[config.mk]
export PLATFORM = sky130hd
export DESIGN_NAME = pcm_strobe_port
export DESIGN_NICKNAME = d
export VERILOG_FILES = /design/src/rtl/pcm_strobe_pkg.sv /design/src/rtl/pcm_strobe_meter.sv /design/src/rtl/pcm_rx_shifter.sv /design/src/rtl/pcm_tx_shifter.sv /design/src/rtl/pcm_width_lock.sv /design/src/rtl/pcm_strobe_port.sv
export SDC_FILE = /design/constraint.sdc
export NUM_CORES = 1
export LEC_CHECK = 0
export ABC_AREA = 1
export BUFFER_PORTS_ARGS = -buffer_cell sky130_fd_sc_hd__buf_2
export CAP_MARGIN = 20
export CORE_ASPECT_RATIO = 0.5
export CORE_MARGIN = 3
export CORE_UTILIZATION = 40
export DETAILED_ROUTE_END_ITERATION = 8
export GPL_ROUTABILITY_DRIVEN = 0
export PLACE_DENSITY = 0.67
export SYNTH_ARGS = -nofsm -noshare
export SYNTH_HDL_FRONTEND = slang
export SYNTH_SLANG_ARGS = --single-unit
[constraint.sdc]
create_clock -name bclk_i -period 2.43 [get_ports bclk_i]
set_input_delay 0.486 -clock bclk_i [delete_from_list [all_inputs] [get_ports bclk_i]]
set_output_delay 0.486 -clock bclk_i [all_outputs]
set_load 0.02 [all_outputs]
[src/rtl/pcm_strobe_pkg.sv]
package pcm_strobe_pkg;
  typedef enum logic [1:0] {
    LEN_SHORT  = 2'd0,
    LEN_NARROW = 2'd1,
    LEN_WIDE   = 2'd2,
    LEN_BAD    = 2'd3
  } len_e;
endpackage

[src/rtl/pcm_strobe_meter.sv]
module pcm_strobe_meter
  import pcm_strobe_pkg::*;
#(
  parameter int NARROW_W = 8,
  parameter int WIDE_W   = 16
) (
  input  logic bclk_i,
  input  logic rst_ni,
  input  logic strobe_i,
  output logic first_o,
  output logic end_o,
  output len_e len_o
);
  localparam int CNT_W = $clog2(WIDE_W + 2);
  localparam logic [CNT_W-1:0] CNT_MAX    = {CNT_W{1'b1}};
  localparam logic [CNT_W-1:0] NARROW_CNT = CNT_W'(NARROW_W);
  localparam logic [CNT_W-1:0] WIDE_CNT   = CNT_W'(WIDE_W);

  logic             strb_q;
  logic [CNT_W-1:0] cnt_q;

  always_ff @(posedge bclk_i or negedge rst_ni) begin
    if (!rst_ni) begin
      strb_q <= 1'b0;
      cnt_q  <= '0;
    end else begin
      strb_q <= strobe_i;
      if (!strobe_i)             cnt_q <= '0;
      else if (cnt_q != CNT_MAX) cnt_q <= cnt_q + CNT_W'(1);
    end
  end

  assign first_o = strobe_i & ~strb_q;
  assign end_o   = ~strobe_i & strb_q;

  always_comb begin
    if (cnt_q == NARROW_CNT)    len_o = LEN_NARROW;
    else if (cnt_q == WIDE_CNT) len_o = LEN_WIDE;
    else if (cnt_q < WIDE_CNT)  len_o = LEN_SHORT;
    else                        len_o = LEN_BAD;
  end

  // edge count restarts on every low cycle
  p_cnt_clear_r8: assert property (@(posedge bclk_i) disable iff (!rst_ni)
    !strobe_i |=> cnt_q == '0);
  p_cnt_step_r6: assert property (@(posedge bclk_i) disable iff (!rst_ni)
    (strobe_i && cnt_q != CNT_MAX) |=> cnt_q == $past(cnt_q) + CNT_W'(1));
  p_cnt_sat_r6: assert property (@(posedge bclk_i) disable iff (!rst_ni)
    (strobe_i && cnt_q == CNT_MAX) |=> cnt_q == CNT_MAX);
endmodule

[src/rtl/pcm_rx_shifter.sv]
module pcm_rx_shifter #(
  parameter int WIDE_W = 16
) (
  input  logic              bclk_i,
  input  logic              rst_ni,
  input  logic              strobe_i,
  input  logic              sdat_i,
  output logic [WIDE_W-1:0] shift_o
);
  always_ff @(posedge bclk_i or negedge rst_ni) begin
    if (!rst_ni)       shift_o <= '0;
    else if (strobe_i) shift_o <= {shift_o[WIDE_W-2:0], sdat_i};
  end

  p_rx_hold_r8: assert property (@(posedge bclk_i) disable iff (!rst_ni)
    !strobe_i |=> $stable(shift_o));
endmodule

[src/rtl/pcm_tx_shifter.sv]
module pcm_tx_shifter #(
  parameter int WIDE_W = 16
) (
  input  logic              bclk_i,
  input  logic              rst_ni,
  input  logic              strobe_i,
  input  logic              first_i,
  input  logic [WIDE_W-1:0] tx_word_i,
  output logic              sdat_o,
  output logic              sdat_oe_o
);
  logic [WIDE_W-1:0] tx_sh_q;

  always_ff @(posedge bclk_i or negedge rst_ni) begin
    if (!rst_ni)       tx_sh_q <= '0;
    else if (first_i)  tx_sh_q <= {tx_word_i[WIDE_W-2:0], 1'b0};
    else if (strobe_i) tx_sh_q <= {tx_sh_q[WIDE_W-2:0], 1'b0};
  end

  // cycle 0 bypasses the register so the MSB is on the line at once
  assign sdat_o    = strobe_i & (first_i ? tx_word_i[WIDE_W-1] : tx_sh_q[WIDE_W-1]);
  assign sdat_oe_o = strobe_i;

  p_tx_load_r7: assert property (@(posedge bclk_i) disable iff (!rst_ni)
    first_i |=> tx_sh_q[WIDE_W-1] == $past(tx_word_i[WIDE_W-2]));
  p_tx_idle_r1: assert property (@(posedge bclk_i) disable iff (!rst_ni)
    !sdat_oe_o |-> !sdat_o);
endmodule

[src/rtl/pcm_width_lock.sv]
module pcm_width_lock
  import pcm_strobe_pkg::*;
#(
  parameter int NARROW_W = 8,
  parameter int WIDE_W   = 16
) (
  input  logic              bclk_i,
  input  logic              rst_ni,
  input  logic              end_i,
  input  len_e              len_i,
  input  logic [WIDE_W-1:0] shift_i,
  output logic [WIDE_W-1:0] rx_word_o,
  output logic              rx_valid_o,
  output logic              frame_err_o,
  output logic              locked_o,
  output logic              wide_o
);
  logic [WIDE_W-1:0] narrow_word;
  logic              legal, is_wide, accept;

  generate
    if (NARROW_W < WIDE_W) begin : g_pad
      assign narrow_word = {shift_i[NARROW_W-1:0], {(WIDE_W-NARROW_W){1'b0}}};
    end else begin : g_full
      assign narrow_word = shift_i;
    end
  endgenerate

  assign legal   = (len_i == LEN_NARROW) || (len_i == LEN_WIDE);
  assign is_wide = (len_i == LEN_WIDE);
  assign accept  = legal && (!locked_o || (wide_o == is_wide));

  always_ff @(posedge bclk_i or negedge rst_ni) begin
    if (!rst_ni) begin
      rx_word_o   <= '0;
      rx_valid_o  <= 1'b0;
      frame_err_o <= 1'b0;
      locked_o    <= 1'b0;
      wide_o      <= 1'b0;
    end else begin
      rx_valid_o  <= end_i & accept;
      frame_err_o <= end_i & ~accept;
      if (end_i && accept) begin
        rx_word_o <= is_wide ? shift_i : narrow_word;
        locked_o  <= 1'b1;
        wide_o    <= is_wide;
      end
    end
  end

  p_lock_sticky_r5: assert property (@(posedge bclk_i) disable iff (!rst_ni)
    locked_o |=> locked_o);
  p_wide_hold_r5: assert property (@(posedge bclk_i) disable iff (!rst_ni)
    locked_o |=> $stable(wide_o));
  p_valid_locked_r4: assert property (@(posedge bclk_i) disable iff (!rst_ni)
    rx_valid_o |-> locked_o);
  p_valid_err_excl_r6: assert property (@(posedge bclk_i) disable iff (!rst_ni)
    !(rx_valid_o && frame_err_o));
  p_err_keeps_word_r6: assert property (@(posedge bclk_i) disable iff (!rst_ni)
    frame_err_o |-> $stable(rx_word_o));
  p_valid_pulse_r4: assert property (@(posedge bclk_i) disable iff (!rst_ni)
    rx_valid_o |=> !rx_valid_o);
endmodule

[src/rtl/pcm_strobe_port.sv]
module pcm_strobe_port
  import pcm_strobe_pkg::*;
#(
  parameter int NARROW_W = 8,
  parameter int WIDE_W   = 16
) (
  input  logic              bclk_i,
  input  logic              rst_ni,
  input  logic              strobe_i,
  input  logic              sdat_i,
  input  logic [WIDE_W-1:0] tx_word_i,
  output logic              sdat_o,
  output logic              sdat_oe_o,
  output logic [WIDE_W-1:0] rx_word_o,
  output logic              rx_valid_o,
  output logic              frame_err_o,
  output logic              locked_o,
  output logic              wide_o
);
  logic              first, frame_end;
  len_e              len;
  logic [WIDE_W-1:0] rx_shift;

  pcm_strobe_meter #(.NARROW_W(NARROW_W), .WIDE_W(WIDE_W)) u_meter (
    .bclk_i, .rst_ni, .strobe_i,
    .first_o(first), .end_o(frame_end), .len_o(len)
  );

  pcm_rx_shifter #(.WIDE_W(WIDE_W)) u_rx (
    .bclk_i, .rst_ni, .strobe_i, .sdat_i, .shift_o(rx_shift)
  );

  pcm_tx_shifter #(.WIDE_W(WIDE_W)) u_tx (
    .bclk_i, .rst_ni, .strobe_i, .first_i(first), .tx_word_i,
    .sdat_o, .sdat_oe_o
  );

  pcm_width_lock #(.NARROW_W(NARROW_W), .WIDE_W(WIDE_W)) u_lock (
    .bclk_i, .rst_ni, .end_i(frame_end), .len_i(len), .shift_i(rx_shift),
    .rx_word_o, .rx_valid_o, .frame_err_o, .locked_o, .wide_o
  );
endmodule

-- After elaboration in Yosys (flattened, before gate mapping)
Index checks and enable logic that the tools add are counted.
- register bits after elaboration: 58
- bits of input ports: 20
- output and inout port bits: 22
- logic and storage cells: 41
- add/subtract/negate cells: 1
- magnitude comparators: 1
- equality and inequality tests: 7
- muxes and demuxes: 9
- bitwise logic cells: 8
- reductions and logical operators: 6
- operators by type and width (operator ; count):
    16-bit two-way mux ; 3
    5-bit two-way mux ; 2
    2-bit two-way mux ; 3
    5-bit by 1-bit adder with 5-bit output (second input constant) ; 1
    1-bit bitwise AND ; 5
    5-bit by 4-bit equality test with 1-bit output (second input constant) ; 1
    5-bit equality test (second input constant) ; 1
    5-bit < comparator (second input constant) ; 1
    5-bit != test (second input constant) ; 1
    1-bit NOT ; 3
    2-bit by 1-bit equality test with 1-bit output (second input constant) ; 1
    2-bit equality test (second input constant) ; 1
    1-bit logical AND ; 2
    1-bit logical OR ; 2
    2-bit by 1-bit != test with 1-bit output (second input constant) ; 1
    2-bit nonzero test ; 1
    1-bit equality test ; 1
    1-bit zero test ; 1
    1-bit two-way mux ; 1

-- Logic depth before layout (Yosys ltp)
Gate-level depths: netlist of run 1.
- word-level depth: 10
- mapped depth: 11
- mapped depth without buffers: 10

-- Cells and area by module
From an unflattened synthesis of run 1, not the netlist that was laid out.
- cells, all modules: 328
- area, all modules: 2822.7 um^2
- by module, submodules not included (module ; times used ; cells each ; area an instance (um^2) ; seq. area each (um^2)):
    pcm_width_lock ; 1 ; 131 ; 1064.8 ; 500.5
    pcm_tx_shifter ; 1 ; 85 ; 720.7 ; 375.4
    pcm_rx_shifter ; 1 ; 68 ; 684.4 ; 400.4
    pcm_strobe_meter ; 1 ; 44 ; 352.8 ; 150.1

-- Least setup slack after synthesis of run 1
No wires, ideal clock.
- kind: flip-flop to flip-flop
- start: register u_meter.cnt_q[0]
- end: register u_lock.wide_o
- library setup time: 0.117 ns
- data arrival time: 1.476 ns
- data required time: 2.313 ns
- setup slack: 0.837 ns
- stages on the path, launching flop included: 12
- path buffers: 1
- clock period less this slack: 1.593 ns
- cells stage by stage: dfrtp_1 inv_1 ha_1 nand2_1 clkinv_2 nand2_4 nand2_4 nand3_4 nand3_4 buf_6 nand2_1 nand2_1
- cells in the longest elaborated chain, start to end: 9
- elaborated cells between the ends (all ways): 13
- classes of those cells: 1 x order compare; 5 x eq/ne; 3 x mux; 4 x reduce/logical
- ends and longest elaborated chain (item ; RTL line ; source):
    start: declaration ; pcm_strobe_meter.sv:20 ; logic [CNT_W-1:0] cnt_q;
    start signal: assignment ; pcm_strobe_meter.sv:29 ; else if (cnt_q != CNT_MAX) cnt_q <= cnt_q + CNT_W'(1);
    5-bit < comparator ; pcm_strobe_meter.sv:39 ; else if (cnt_q < WIDE_CNT) len_o = LEN_SHORT;
    2-bit two-way mux ; pcm_strobe_meter.sv:39 ;
    2-bit two-way mux ; pcm_strobe_meter.sv:38 ; else if (cnt_q == WIDE_CNT) len_o = LEN_WIDE;
    2-bit two-way mux (*) ; pcm_strobe_meter.sv:37 ; if (cnt_q == NARROW_CNT) len_o = LEN_NARROW;
    2-bit equality test ; pcm_width_lock.sv:29, pcm_width_lock.sv:30 ;
    1-bit equality test ; pcm_width_lock.sv:31 ; assign accept = legal && (!locked_o || (wide_o == is_wide));
    1-bit logical OR ; pcm_width_lock.sv:31 ;
    1-bit logical AND ; pcm_width_lock.sv:31 ;
    1-bit logical AND ; pcm_width_lock.sv:43 ; if (end_i && accept) begin
    end signal: assignment ; pcm_width_lock.sv:46 ; wide_o <= is_wide;
    end: declaration ; pcm_width_lock.sv:16 ; output logic wide_o
Mark *: on every way between the ends. The rest lies on a longest branch, timed or not.
A chain may end at the register's enable or synchronous reset.

-- Final worst setup path of run 1
- start: register u_meter.cnt_q[1]
- end: register u_lock.rx_word_o[15]
- cells in the longest elaborated chain, start to end: 9
- elaborated cells between the ends (all ways): 14
- classes of those cells: 1 x order compare; 5 x eq/ne; 4 x mux; 4 x reduce/logical
- ends and longest elaborated chain (item ; RTL line ; source):
    5-bit < comparator ; pcm_strobe_meter.sv:39 ;
    2-bit two-way mux ; pcm_strobe_meter.sv:39 ;
    2-bit two-way mux ; pcm_strobe_meter.sv:38 ;
    2-bit two-way mux (*) ; pcm_strobe_meter.sv:37 ;
    2-bit equality test ; pcm_width_lock.sv:29, pcm_width_lock.sv:30 ;
    1-bit equality test ; pcm_width_lock.sv:31 ;
    1-bit logical OR ; pcm_width_lock.sv:31 ;
    1-bit logical AND ; pcm_width_lock.sv:31 ;
    1-bit logical AND ; pcm_width_lock.sv:43 ;
    end signal: assignment ; pcm_width_lock.sv:44 ; rx_word_o <= is_wide ? shift_i : narrow_word;
    end: declaration ; pcm_width_lock.sv:12 ; output logic [WIDE_W-1:0] rx_word_o,
Marked as above.

==> flow_metrics.py, run 1 <==
metrics = {
    "logic_synthesis": {
        "synth_area_um2": 2630,
        "synth_ff_type": "sky130_fd_sc_hd__dfrtp_1",
        "synth.yosys.warnings": 0,
        "synth_fp_nets": 327,
        "syn_avg_cell_area_um2": 8.65,
        "syn-instance-count": 304,
        "number_of_flops_mapped_to_enable_cells_by_yosys": 0,
        "async_reset_ff_frac": 1.00,
        "postSynthRegisterBits": 57,
        "synth.lib_cells_used.distinct": 25,
        "yosysSeqAreaShare": 0.542,
    },
    "routing": {
        "detail_route.drc_violations": 0,
        "drt-total-wl_um": 5360,
        "detail-route-antenna-nets": 0,
        "firstDrtPassIters": 4,
        "detailedRoute.firstIterationViolations": 128,
        "wire_per_inst_um": 12.3,
        "route.detailed.vias_per_inst": 4.86,
        "routed-via-count": 2122,
    },
    "power_and_ir_drop": {
        "cellInternalPower_mw": 1.92,
        "power-per-cell-area_nw_per_um2": 779,
        "p_sw_frac": 0.231,
        "register_share_of_total_power": 0.432,
        "power_frac_comb": 0.084,
        "power_leakage_nw": 1.67,
        "vdd_drop_max_mv": 0.292,
        "power.share.clock": 0.485,
        "switching_power_mw": 0.574,
    },
    "floorplanning": {
        "boundaryPins": 42,
        "dieHeight_um": 63.3,
        "placeableCoreArea_um2": 6210,
        "dieWidth_um": 121,
        "initial_utilization": 0.424,
        "die_area_um2": 7640,
        "row_count": 20,
    },
    "placed_design": {
        "placement.cell_area_um2": 2910,
        "numPortBuffers": 41,
        "place_hpwl_um": 3800,
        "preCtsSetupSlack_ps": 571,
    },
    "sta": {
        "timing.final.hold_violations": 0,
        "final-setup-viol-count": 0,
        "layout_min_cycle_time_ps": 1860,
        "setup_ws_ps": 569,
        "fin_skew_ps": 5.20,
        "clock.fmax_ghz": 0.537,
        "fin_crit_sh": 0.766,
        "setup-tns-final_ps": 0,
        "rsz0062_at_grt": "false",
        "maxSlewHeadroom": 0.627,
        "final_max_slew_violation_count": 0,
        "worst_slew_pin_slew_ps": 560,
    },
    "global_routing": {
        "global_route.usage.total": 0.158,
        "grt_first_pass_wirelength_um": 9630,
        "grt_start_max_net_pins": 34,
        "first_global_vias": 2067,
        "overflow": 0,
        "antenna_violations_before_repair": 0,
    },
    "critical_path": {
        "end_kind": "flop",
        "crit_arrival_ps": 2070,
        "crit_path_start_kind": "flop",
        "setup.worst_path.class": "flop to flop",
        "max_fo_critical_path": 19,
        "cp_data_required_time_ps": 2640,
    },
    "flow_run": {
        "maxcap_violations": 0,
    },
    "worst_hold_path": {
        "hold_path_class": "input port to asynchronous set/reset pin",
    },
    "clock_network": {
        "number_of_buffers_created_by_cts": 9,
        "clock_path_buffers": 2,
        "clkSinkCount": 57,
        "clock_tree_from_tritoncts": "built",
        "cts.repair.resized": 0,
        "cts_root_buf": "sky130_fd_sc_hd__clkbuf_16",
        "clkSlewWorstSetupHoldPaths_ps": 50,
        "postCtsHoldBufs": 0,
        "clock_tree.htree_level_count": 3,
        "setup_buffers_after_cts": 0,
        "clock_insertion_delay_worst_skew_ps": 320,
    },
    "finish": {
        "layout-drive-gt1-share": 0.195,
        "synth_to_layout_area_growth_pct": 21.6,
        "diodes": 0,
        "finish.instance_area_um2": 3200,
        "final_net_count": 367,
        "final_util": 0.515,
    },
    "status": {
        "status": "completed",
    },
}
[sequential cells by signal, summed over array words and instances, names as in the netlist]
signal              cells
u_rx.shift_o           16
u_lock.locked_o         1
u_lock.wide_o           1
u_lock.frame_err_o      1
u_lock.rx_word_o       16
u_lock.rx_valid_o       1
u_meter.cnt_q           5
u_tx.tx_sh_q           15
u_meter.strb_q          1
[kinds of logic (layout without fill, tap and decap cells)]
logic type,after synthesis,after routing,share of synthesized area
adders and majority gates,3,3,0.0143
AOI/OAI and AO/OA,67,67,0.134
DFF,57,57,0.542
buffers and inverters,54,99,0.0852
and+or+nand+nor,123,123,0.225
[power by group through the flow]
stage	combinational (mW)	sequential, mW	clock, mW
finish	0.208	1.08	1.21
global route	0.245	1.09	1.28
CTS	0.211	1.08	1.24
detailed placement	0.210	1.09	0
global placement	0.201	1.09	0
floorplan	0.134	1.08	0
[layer usage]
layer  vias up  wire [µm]  track usage
li1       1075          -            -
met1       987       2620        0.210
met2        53       2350        0.239
met3         7        330       0.0601
met4         0         67       0.0523
met5         -          0            0
[critical path, stage by stage (launching register included)]
cell and delay, ps:
sky130_fd_sc_hd__dfrtp_1 370, sky130_fd_sc_hd__inv_1 70, sky130_fd_sc_hd__ha_1 200, sky130_fd_sc_hd__nand2_1 80
sky130_fd_sc_hd__clkinv_2 140, sky130_fd_sc_hd__nand2_4 220, sky130_fd_sc_hd__nand2_4 70, sky130_fd_sc_hd__nand3_4 170
sky130_fd_sc_hd__nand3_4 230, sky130_fd_sc_hd__nand2_1 130, sky130_fd_sc_hd__nand2_1 50
[metrics by stage]
| step | std cells | total power [mW] | hold WS [ps] |
|---|---|---|---|
| 6_report | 437 | 2.49 | 158 |
| 5_1_grt | 437 | 2.61 | 194 |
| 2_1_floorplan | 304 | 1.21 | 190 |
| 3_3_place_gp | 421 | 1.29 | 452 |
| 4_1_cts | 437 | 2.52 | 169 |
| 3_5_place_dp | 421 | 1.30 | 457 |
[cells in the final DEF (no fill, tap or decap)]
cell	netlist	routed
sky130_fd_sc_hd__clkbuf_8	0	1
sky130_fd_sc_hd__bufinv_16	0	1
sky130_fd_sc_hd__nor3_1	1	1
sky130_fd_sc_hd__clkbuf_16	0	9
sky130_fd_sc_hd__nand3_2	1	1
sky130_fd_sc_hd__clkbuf_1	7	3
sky130_fd_sc_hd__nand2_4	2	2
sky130_fd_sc_hd__buf_2	4	41
sky130_fd_sc_hd__nor2_8	1	1
sky130_fd_sc_hd__nor2_1	12	12
sky130_fd_sc_hd__inv_1	36	36
sky130_fd_sc_hd__clkinv_2	1	3
sky130_fd_sc_hd__buf_12	0	1
sky130_fd_sc_hd__ha_1	3	3
sky130_fd_sc_hd__nand2_1	72	72
sky130_fd_sc_hd__a21boi_0	1	1
sky130_fd_sc_hd__nand4_1	17	17
sky130_fd_sc_hd__dfrtp_1	57	57
sky130_fd_sc_hd__nor2_2	1	1
sky130_fd_sc_hd__o21ai_4	1	1
sky130_fd_sc_hd__nand3_4	2	2
sky130_fd_sc_hd__o31ai_1	1	1
sky130_fd_sc_hd__nand3_1	14	14
sky130_fd_sc_hd__o21ai_0	47	47
sky130_fd_sc_hd__inv_2	1	1
sky130_fd_sc_hd__a21oi_1	17	17
sky130_fd_sc_hd__buf_4	2	3
[cell usage after synthesis, types with 2 or more instances]
| cell type | instances | area (µm²) |
|---|---|---|
| sky130_fd_sc_hd__nor2_1 | 12 | 45.0 |
| sky130_fd_sc_hd__buf_4 | 2 | 15.0 |
| sky130_fd_sc_hd__inv_1 | 36 | 135 |
| sky130_fd_sc_hd__nand2_1 | 72 | 270 |
| sky130_fd_sc_hd__nand3_1 | 14 | 70.1 |
| sky130_fd_sc_hd__o21ai_0 | 47 | 235 |
| sky130_fd_sc_hd__ha_1 | 3 | 37.5 |
| sky130_fd_sc_hd__buf_1 | 2 | 7.51 |
| sky130_fd_sc_hd__a21oi_1 | 17 | 85.1 |
| sky130_fd_sc_hd__nand2_4 | 2 | 22.5 |
| sky130_fd_sc_hd__dfrtp_1 | 57 | 1430 |
| sky130_fd_sc_hd__clkbuf_1 | 7 | 26.3 |
| sky130_fd_sc_hd__buf_2 | 4 | 20.0 |
| sky130_fd_sc_hd__nand4_1 | 17 | 106 |
| sky130_fd_sc_hd__nand3_4 | 2 | 35.0 |
[layout make-up]
class / count / area [µm²]
clock buffers: 13 / 250
clock inverters: 3 / 40.0
fillers: 618 / 3010
inverters: 38 / 144
multi-input cells: 193 / 980
flip-flops and latches: 57 / 1430
well taps: 88 / 110
repair buffers: 45 / 248
[final timing paths]
kind,depth (start not counted),slack (ps),endpoint,start
worst max-delay path,10,570,u_lock.rx_word_o[15],u_meter.cnt_q[1]
worst min-delay path,1,160,u_lock.rx_word_o[4],rst_ni
worst max register to register,10,570,u_lock.rx_word_o[15],u_meter.cnt_q[1]
worst min register to register,2,460,u_lock.rx_word_o[14],u_lock.rx_word_o[14]
max in group asynchronous,2,1700,u_tx.tx_sh_q[11],rst_ni
min in group bclk_i,3,380,u_rx.shift_o[0],sdat_i
(Power assumes the default switching activity.)
==> run 2: changes to the inputs <==
==> constraint.sdc (replaced) <==
create_clock -name bclk_i -period 1.85 [get_ports bclk_i]
set_input_delay 0.37 -clock bclk_i [delete_from_list [all_inputs] [get_ports bclk_i]]
set_output_delay 0.37 -clock bclk_i [all_outputs]
set_load 0.02 [all_outputs]
==> flow_metrics.py, run 2 (synthesis results as in run 1) <==
metrics = {
    "global_routing": {
        "antenna_violations_before_repair": 0,
        "grt_start_max_net_pins": 58,
        "global_route.usage.total": 0.157,
        "grt_first_pass_wirelength_um": 9260,
        "overflow": 0,
        "first_global_vias": 2023,
    },
    "power_and_ir_drop": {
        "power.share.clock": 0.513,
        "power_frac_comb": 0.080,
        "power_leakage_nw": 1.70,
        "power-per-cell-area_nw_per_um2": 1060,
        "cellInternalPower_mw": 2.70,
        "switching_power_mw": 0.760,
        "p_sw_frac": 0.220,
        "register_share_of_total_power": 0.408,
        "vdd_drop_max_mv": 0.680,
    },
    "critical_path": {
        "crit_path_start_kind": "flop",
        "cp_data_required_time_ps": 2060,
        "rr_startpoint": "u_meter.cnt_q[0]",
        "crit_arrival_ps": 1900,
        "setup.worst_path.class": "flop to flop",
        "timing.rr.end": "u_lock.rx_word_o[12]",
        "max_fo_critical_path": 12,
        "cp-startpoint": "u_meter.cnt_q[0]",
        "timing.critical_path.to": "u_lock.rx_word_o[12]",
        "end_kind": "flop",
        "rr_worst_depth": 10,
        "regToRegSetupSlack_ps": 160,
    },
    "routing": {
        "detail_route.wirelength.met1_um": 2660,
        "route.met3.wl_um": 313,
        "drt-total-wl_um": 5420,
        "detail-route-antenna-nets": 0,
        "wire_per_inst_um": 12.3,
        "maxUsedRoutingLayer": "met4",
        "detailedRoute.firstIterationViolations": 81,
        "route.detailed.vias_per_inst": 4.81,
        "wl_met2_um": 2370,
        "routed-via-count": 2128,
        "firstDrtPassIters": 4,
        "detail_route.drc_violations": 0,
    },
    "sta": {
        "rsz0062_at_grt": "false",
        "layout_min_cycle_time_ps": 1690,
        "setup-tns-final_ps": 0,
        "timing.final.hold_violations": 0,
        "hold_slack_ps": 41.4,
        "fin_skew_ps": 6.70,
        "final-setup-viol-count": 0,
        "worst_slew_pin_slew_ps": 410,
        "clock.fmax_ghz": 0.591,
        "final_max_slew_violation_count": 0,
        "fin_crit_sh": 0.914,
        "maxSlewHeadroom": 0.726,
    },
    "placed_design": {
        "numPortBuffers": 41,
        "placement.cell_area_um2": 2940,
        "place_hpwl_um": 3730,
    },
    "floorplanning": {
        "placeableCoreArea_um2": 6210,
        "dieHeight_um": 63.3,
        "initial_utilization": 0.424,
        "row_count": 20,
        "boundaryPins": 42,
        "die_area_um2": 7640,
        "dieWidth_um": 121,
    },
    "finish": {
        "layout-drive-gt1-share": 0.209,
        "mostFrequentLayoutCell": "sky130_fd_sc_hd__nand2_1",
        "final_net_count": 372,
        "layout.cells.most_common_list": "72 x sky130_fd_sc_hd__nand2_1, 56 x sky130_fd_sc_hd__dfrtp_1, 47 x sky130_fd_sc_hd__o21ai_0",
        "final_util": 0.527,
        "finish.instance_area_um2": 3270,
        "synth_to_layout_area_growth_pct": 24.5,
        "top_regs": "u_lock.rx_word_o: 16 flops, u_rx.shift_o: 16 flops, u_tx.tx_sh_q: 15 flops",
        "diodes": 0,
    },
    "clock_network": {
        "number_of_buffers_created_by_cts": 9,
        "clock_insertion_delay_worst_skew_ps": 330,
        "clock_tree.htree_level_count": 3,
        "cts_root_buf": "sky130_fd_sc_hd__clkbuf_16",
        "clock_tree_from_tritoncts": "built",
        "setup_buffers_after_cts": 0,
        "clkSlewWorstSetupHoldPaths_ps": 50,
        "clkSinkCount": 57,
        "clock_path_buffers": 2,
    },
    "flow_run": {
        "maxcap_violations": 0,
    },
    "worst_hold_path": {
        "hold_path_class": "input port to asynchronous set/reset pin",
    },
    "status": {
        "status": "completed",
    },
}
==> run 2: changes by cell type in the layout (fill, tap and decap cells not counted) <==
cell	previous run	this run
sky130_fd_sc_hd__clkbuf_8	1	2
sky130_fd_sc_hd__bufinv_16	1	2
sky130_fd_sc_hd__dfrtp_2	0	1
sky130_fd_sc_hd__buf_4	3	7
sky130_fd_sc_hd__dfrtp_1	57	56
sky130_fd_sc_hd__nand3_2	1	2
sky130_fd_sc_hd__clkinv_2	3	1
==> run 2: worst max-delay path, cell delays in order (launching register included) <==
cell	delay (ps)
sky130_fd_sc_hd__dfrtp_1	360
sky130_fd_sc_hd__inv_1	60
sky130_fd_sc_hd__ha_1	220
sky130_fd_sc_hd__nand2_1	80
sky130_fd_sc_hd__clkinv_2	150
sky130_fd_sc_hd__nand2_4	150
sky130_fd_sc_hd__nand2_4	60
sky130_fd_sc_hd__nand3_4	120
sky130_fd_sc_hd__nand3_2	210
sky130_fd_sc_hd__nand2_1	120
sky130_fd_sc_hd__nand2_1	50
==> run 2: stage by stage <==
stage | power [mW] | setup slack (ps) | cells
CTS | 3.51 | 80.1 | 441
global route | 3.63 | 8.71 | 442
detailed placement | 1.71 | 175 | 425
global placement | 1.69 | 224 | 425
finish | 3.46 | 158 | 442
floorplan | 1.59 | 257 | 304
==> run 2: worst min path at each step <==
stage,startpoint,to,slack (ps),cells after the start
4_1_cts,rst_ni,u_lock.rx_word_o[0],50,2
2_1_floorplan,rst_ni,u_lock.frame_err_o,70,0
3_5_place_dp,rst_ni,u_lock.rx_word_o[4],400,2
5_1_grt,rst_ni,u_rx.shift_o[1],60,2
3_3_place_gp,rst_ni,u_lock.rx_word_o[4],390,2
6_report,rst_ni,u_lock.rx_word_o[0],40,2
==> run 2: routing by layer <==
metal,vias to the layer above,track usage
li1,1087,-
met1,988,0.195
met2,47,0.241
met3,6,0.0664
met4,0,0.0636
met5,-,0
==> run 2: what timing repair did <==
action	CTS	global route
endpoints found under the setup margin	0	4
hold buffers	0	0
gates resized for setup	0	1
==> run 2: layout make-up <==
class	instances	area (µm²)
Clock buffer	14	264
Clock inverter	2	60.1
Fill cell	591	2930
Inverter	38	144
Multi-Input combinational cell	194	990
Sequential cell	57	1430
Tap cell	88	110
Timing Repair Buffer	49	278
==> run 2: power by group through the flow <==
stage	registers (mW)	clock network (mW)	logic, mW
2_1_floorplan	1.42	0	0.176
5_1_grt	1.42	1.88	0.327
3_3_place_gp	1.43	0	0.268
3_5_place_dp	1.43	0	0.280
4_1_cts	1.41	1.82	0.281
6_report	1.41	1.77	0.276
==> run 3: changes to the inputs <==
==> constraint.sdc (replaced) <==
create_clock -name bclk_i -period 1.85 [get_ports bclk_i]
set_input_delay 0.0925 -clock bclk_i [delete_from_list [all_inputs] [get_ports bclk_i]]
set_output_delay 0.0925 -clock bclk_i [all_outputs]
set_load 0.02 [all_outputs]
==> flow_metrics.py, run 3 (synthesis results as in run 1) <==
metrics = {
    "floorplanning": {
        "dieHeight_um": 63.3,
        "die_area_um2": 7640,
        "row_count": 20,
        "placeableCoreArea_um2": 6210,
        "initial_utilization": 0.424,
        "dieWidth_um": 121,
        "boundaryPins": 42,
    },
    "global_routing": {
        "antenna_violations_before_repair": 0,
        "global_route.usage.total": 0.172,
        "grt_first_pass_wirelength_um": 10200,
        "overflow": 0,
        "first_global_vias": 2178,
        "grt_start_max_net_pins": 31,
    },
    "finish": {
        "layout-drive-gt1-share": 0.212,
        "final_util": 0.561,
        "mostFrequentLayoutCell": "sky130_fd_sc_hd__nand2_1",
        "top_regs": "u_lock.rx_word_o: 16 flops, u_rx.shift_o: 16 flops, u_tx.tx_sh_q: 15 flops",
        "layout.cells.most_common_list": "72 x sky130_fd_sc_hd__nand2_1, 57 x sky130_fd_sc_hd__dfrtp_1, 47 x sky130_fd_sc_hd__o21ai_0",
        "final_net_count": 391,
        "finish.instance_area_um2": 3480,
        "diodes": 0,
        "synth_to_layout_area_growth_pct": 32.4,
    },
    "sta": {
        "clock.fmax_ghz": 0.589,
        "final-setup-viol-count": 0,
        "layout_min_cycle_time_ps": 1700,
        "timing.final.hold_violations": 0,
        "fin_skew_ps": 5.67,
        "setup-tns-final_ps": 0,
        "rsz0062_at_grt": "false",
        "final_max_slew_violation_count": 0,
        "fin_crit_sh": 0.918,
        "worst_slew_pin_slew_ps": 655,
        "maxSlewHeadroom": 0.563,
        "hold_slack_ps": 21.0,
    },
    "power_and_ir_drop": {
        "vdd_drop_max_mv": 0.479,
        "p_total_mw": 3.61,
        "power_leakage_nw": 1.80,
        "power-per-cell-area_nw_per_um2": 1040,
    },
    "placed_design": {
        "numPortBuffers": 41,
        "placement.cell_area_um2": 2920,
        "place_hpwl_um": 3900,
    },
    "routing": {
        "routed-via-count": 2225,
        "detail_route.drc_violations": 0,
        "firstDrtPassIters": 4,
        "detailedRoute.firstIterationViolations": 137,
        "detail-route-antenna-nets": 0,
        "route.detailed.vias_per_inst": 4.83,
        "wire_per_inst_um": 12.4,
        "drt-total-wl_um": 5720,
    },
    "clock_network": {
        "clkSinkCount": 57,
        "clkSlewWorstSetupHoldPaths_ps": 50,
        "number_of_buffers_created_by_cts": 9,
        "clock_tree_from_tritoncts": "built",
        "clock_insertion_delay_worst_skew_ps": 330,
        "clock_path_buffers": 2,
        "clock_tree.htree_level_count": 3,
        "cts_root_buf": "sky130_fd_sc_hd__clkbuf_16",
    },
    "critical_path": {
        "critical_path.top_delay_family": "simple AND/OR/NAND/NOR gates",
        "critical-path-top-cell-by-count": "sky130_fd_sc_hd__nand2_1",
        "critical-path-slowest-cell": "sky130_fd_sc_hd__dfrtp_1",
        "regToRegSetupSlack_ps": 150,
        "crit_arrival_ps": 1920,
        "cp_slowest_stage_delay_ps": 400,
        "end_kind": "flop",
        "path_buf_inv": 3,
        "cp_data_required_time_ps": 2070,
        "max_fo_critical_path": 19,
        "path_cells": "inv_1 > ha_1 > nand2_1 > inv_4 > nand3_1 > nand3_4 > nand3_4 > buf_12 > nand2_1 > nand2_1",
        "setup.worst_path.class": "flop to flop",
        "crit_path_start_kind": "flop",
    },
    "status": {
        "status": "completed",
    },
    "worst_hold_path": {
        "hold_path_class": "input port to flop",
    },
    "flow_run": {
        "maxcap_violations": 0,
    },
}
run 3: worst reg2reg max path, stage by stage (launching register included):
cell	delay [ps]
sky130_fd_sc_hd__dfrtp_1	400
sky130_fd_sc_hd__inv_1	90
sky130_fd_sc_hd__ha_1	180
sky130_fd_sc_hd__nand2_1	90
sky130_fd_sc_hd__inv_4	130
sky130_fd_sc_hd__nand3_1	150
sky130_fd_sc_hd__nand3_4	160
sky130_fd_sc_hd__nand3_4	100
sky130_fd_sc_hd__buf_12	170
sky130_fd_sc_hd__nand2_1	70
sky130_fd_sc_hd__nand2_1	50
run 3: power by group:
| group | total, mW | switching [mW] | internal (mW) |
|---|---|---|---|
| clock network | 1.90 | 0.559 | 1.34 |
| registers | 1.41 | 0.0574 | 1.35 |
| logic | 0.305 | 0.188 | 0.117 |
| total | 3.61 | 0.805 | 2.81 |
run 3: final cells by class:
cell class	instances	area, µm²
flip-flops and latches	57	1430
well taps	88	110
clock buffers	10	239
multi-input cells	193	988
fillers	570	2720
clock inverters	6	105
inverters	38	145
repair buffers	69	468
run 3: path summary, 6_finish.rpt:
check,start,end,cells past startpoint
min reg2reg,u_lock.rx_word_o[6],u_lock.rx_word_o[6],2
min,tx_word_i[0],u_tx.tx_sh_q[1],3
max reg2reg,u_meter.cnt_q[0],u_lock.rx_word_o[8],10
max in group asynchronous,rst_ni,u_lock.rx_word_o[6],3
min in group asynchronous,rst_ni,u_lock.rx_word_o[0],2
max,u_meter.cnt_q[0],u_lock.rx_word_o[8],10
run 3: per-stage QoR:
step	setup WS [ps]	std cells
2_1_floorplan	257	304
3_3_place_gp	183	424
3_5_place_dp	68.5	424
4_1_cts	59.7	456
5_1_grt	7.22	461
6_report	152	461
run 3: what timing repair did:
action / 4_1_cts / 5_1_grt
hold endpoints to repair: 41 / 0
hold buffers: 16 / 0
endpoints found under the setup margin: 0 / 17
setup buffers: 0 / 5
gates resized for setup: 0 / 2
run 3: routing by layer:
layer	global-route usage	up-vias	wire, µm
li1	-	1121	-
met1	0.223	1030	2710
met2	0.260	63	2570
met3	0.0610	11	334
met4	0.0819	0	112
met5	0	-	0
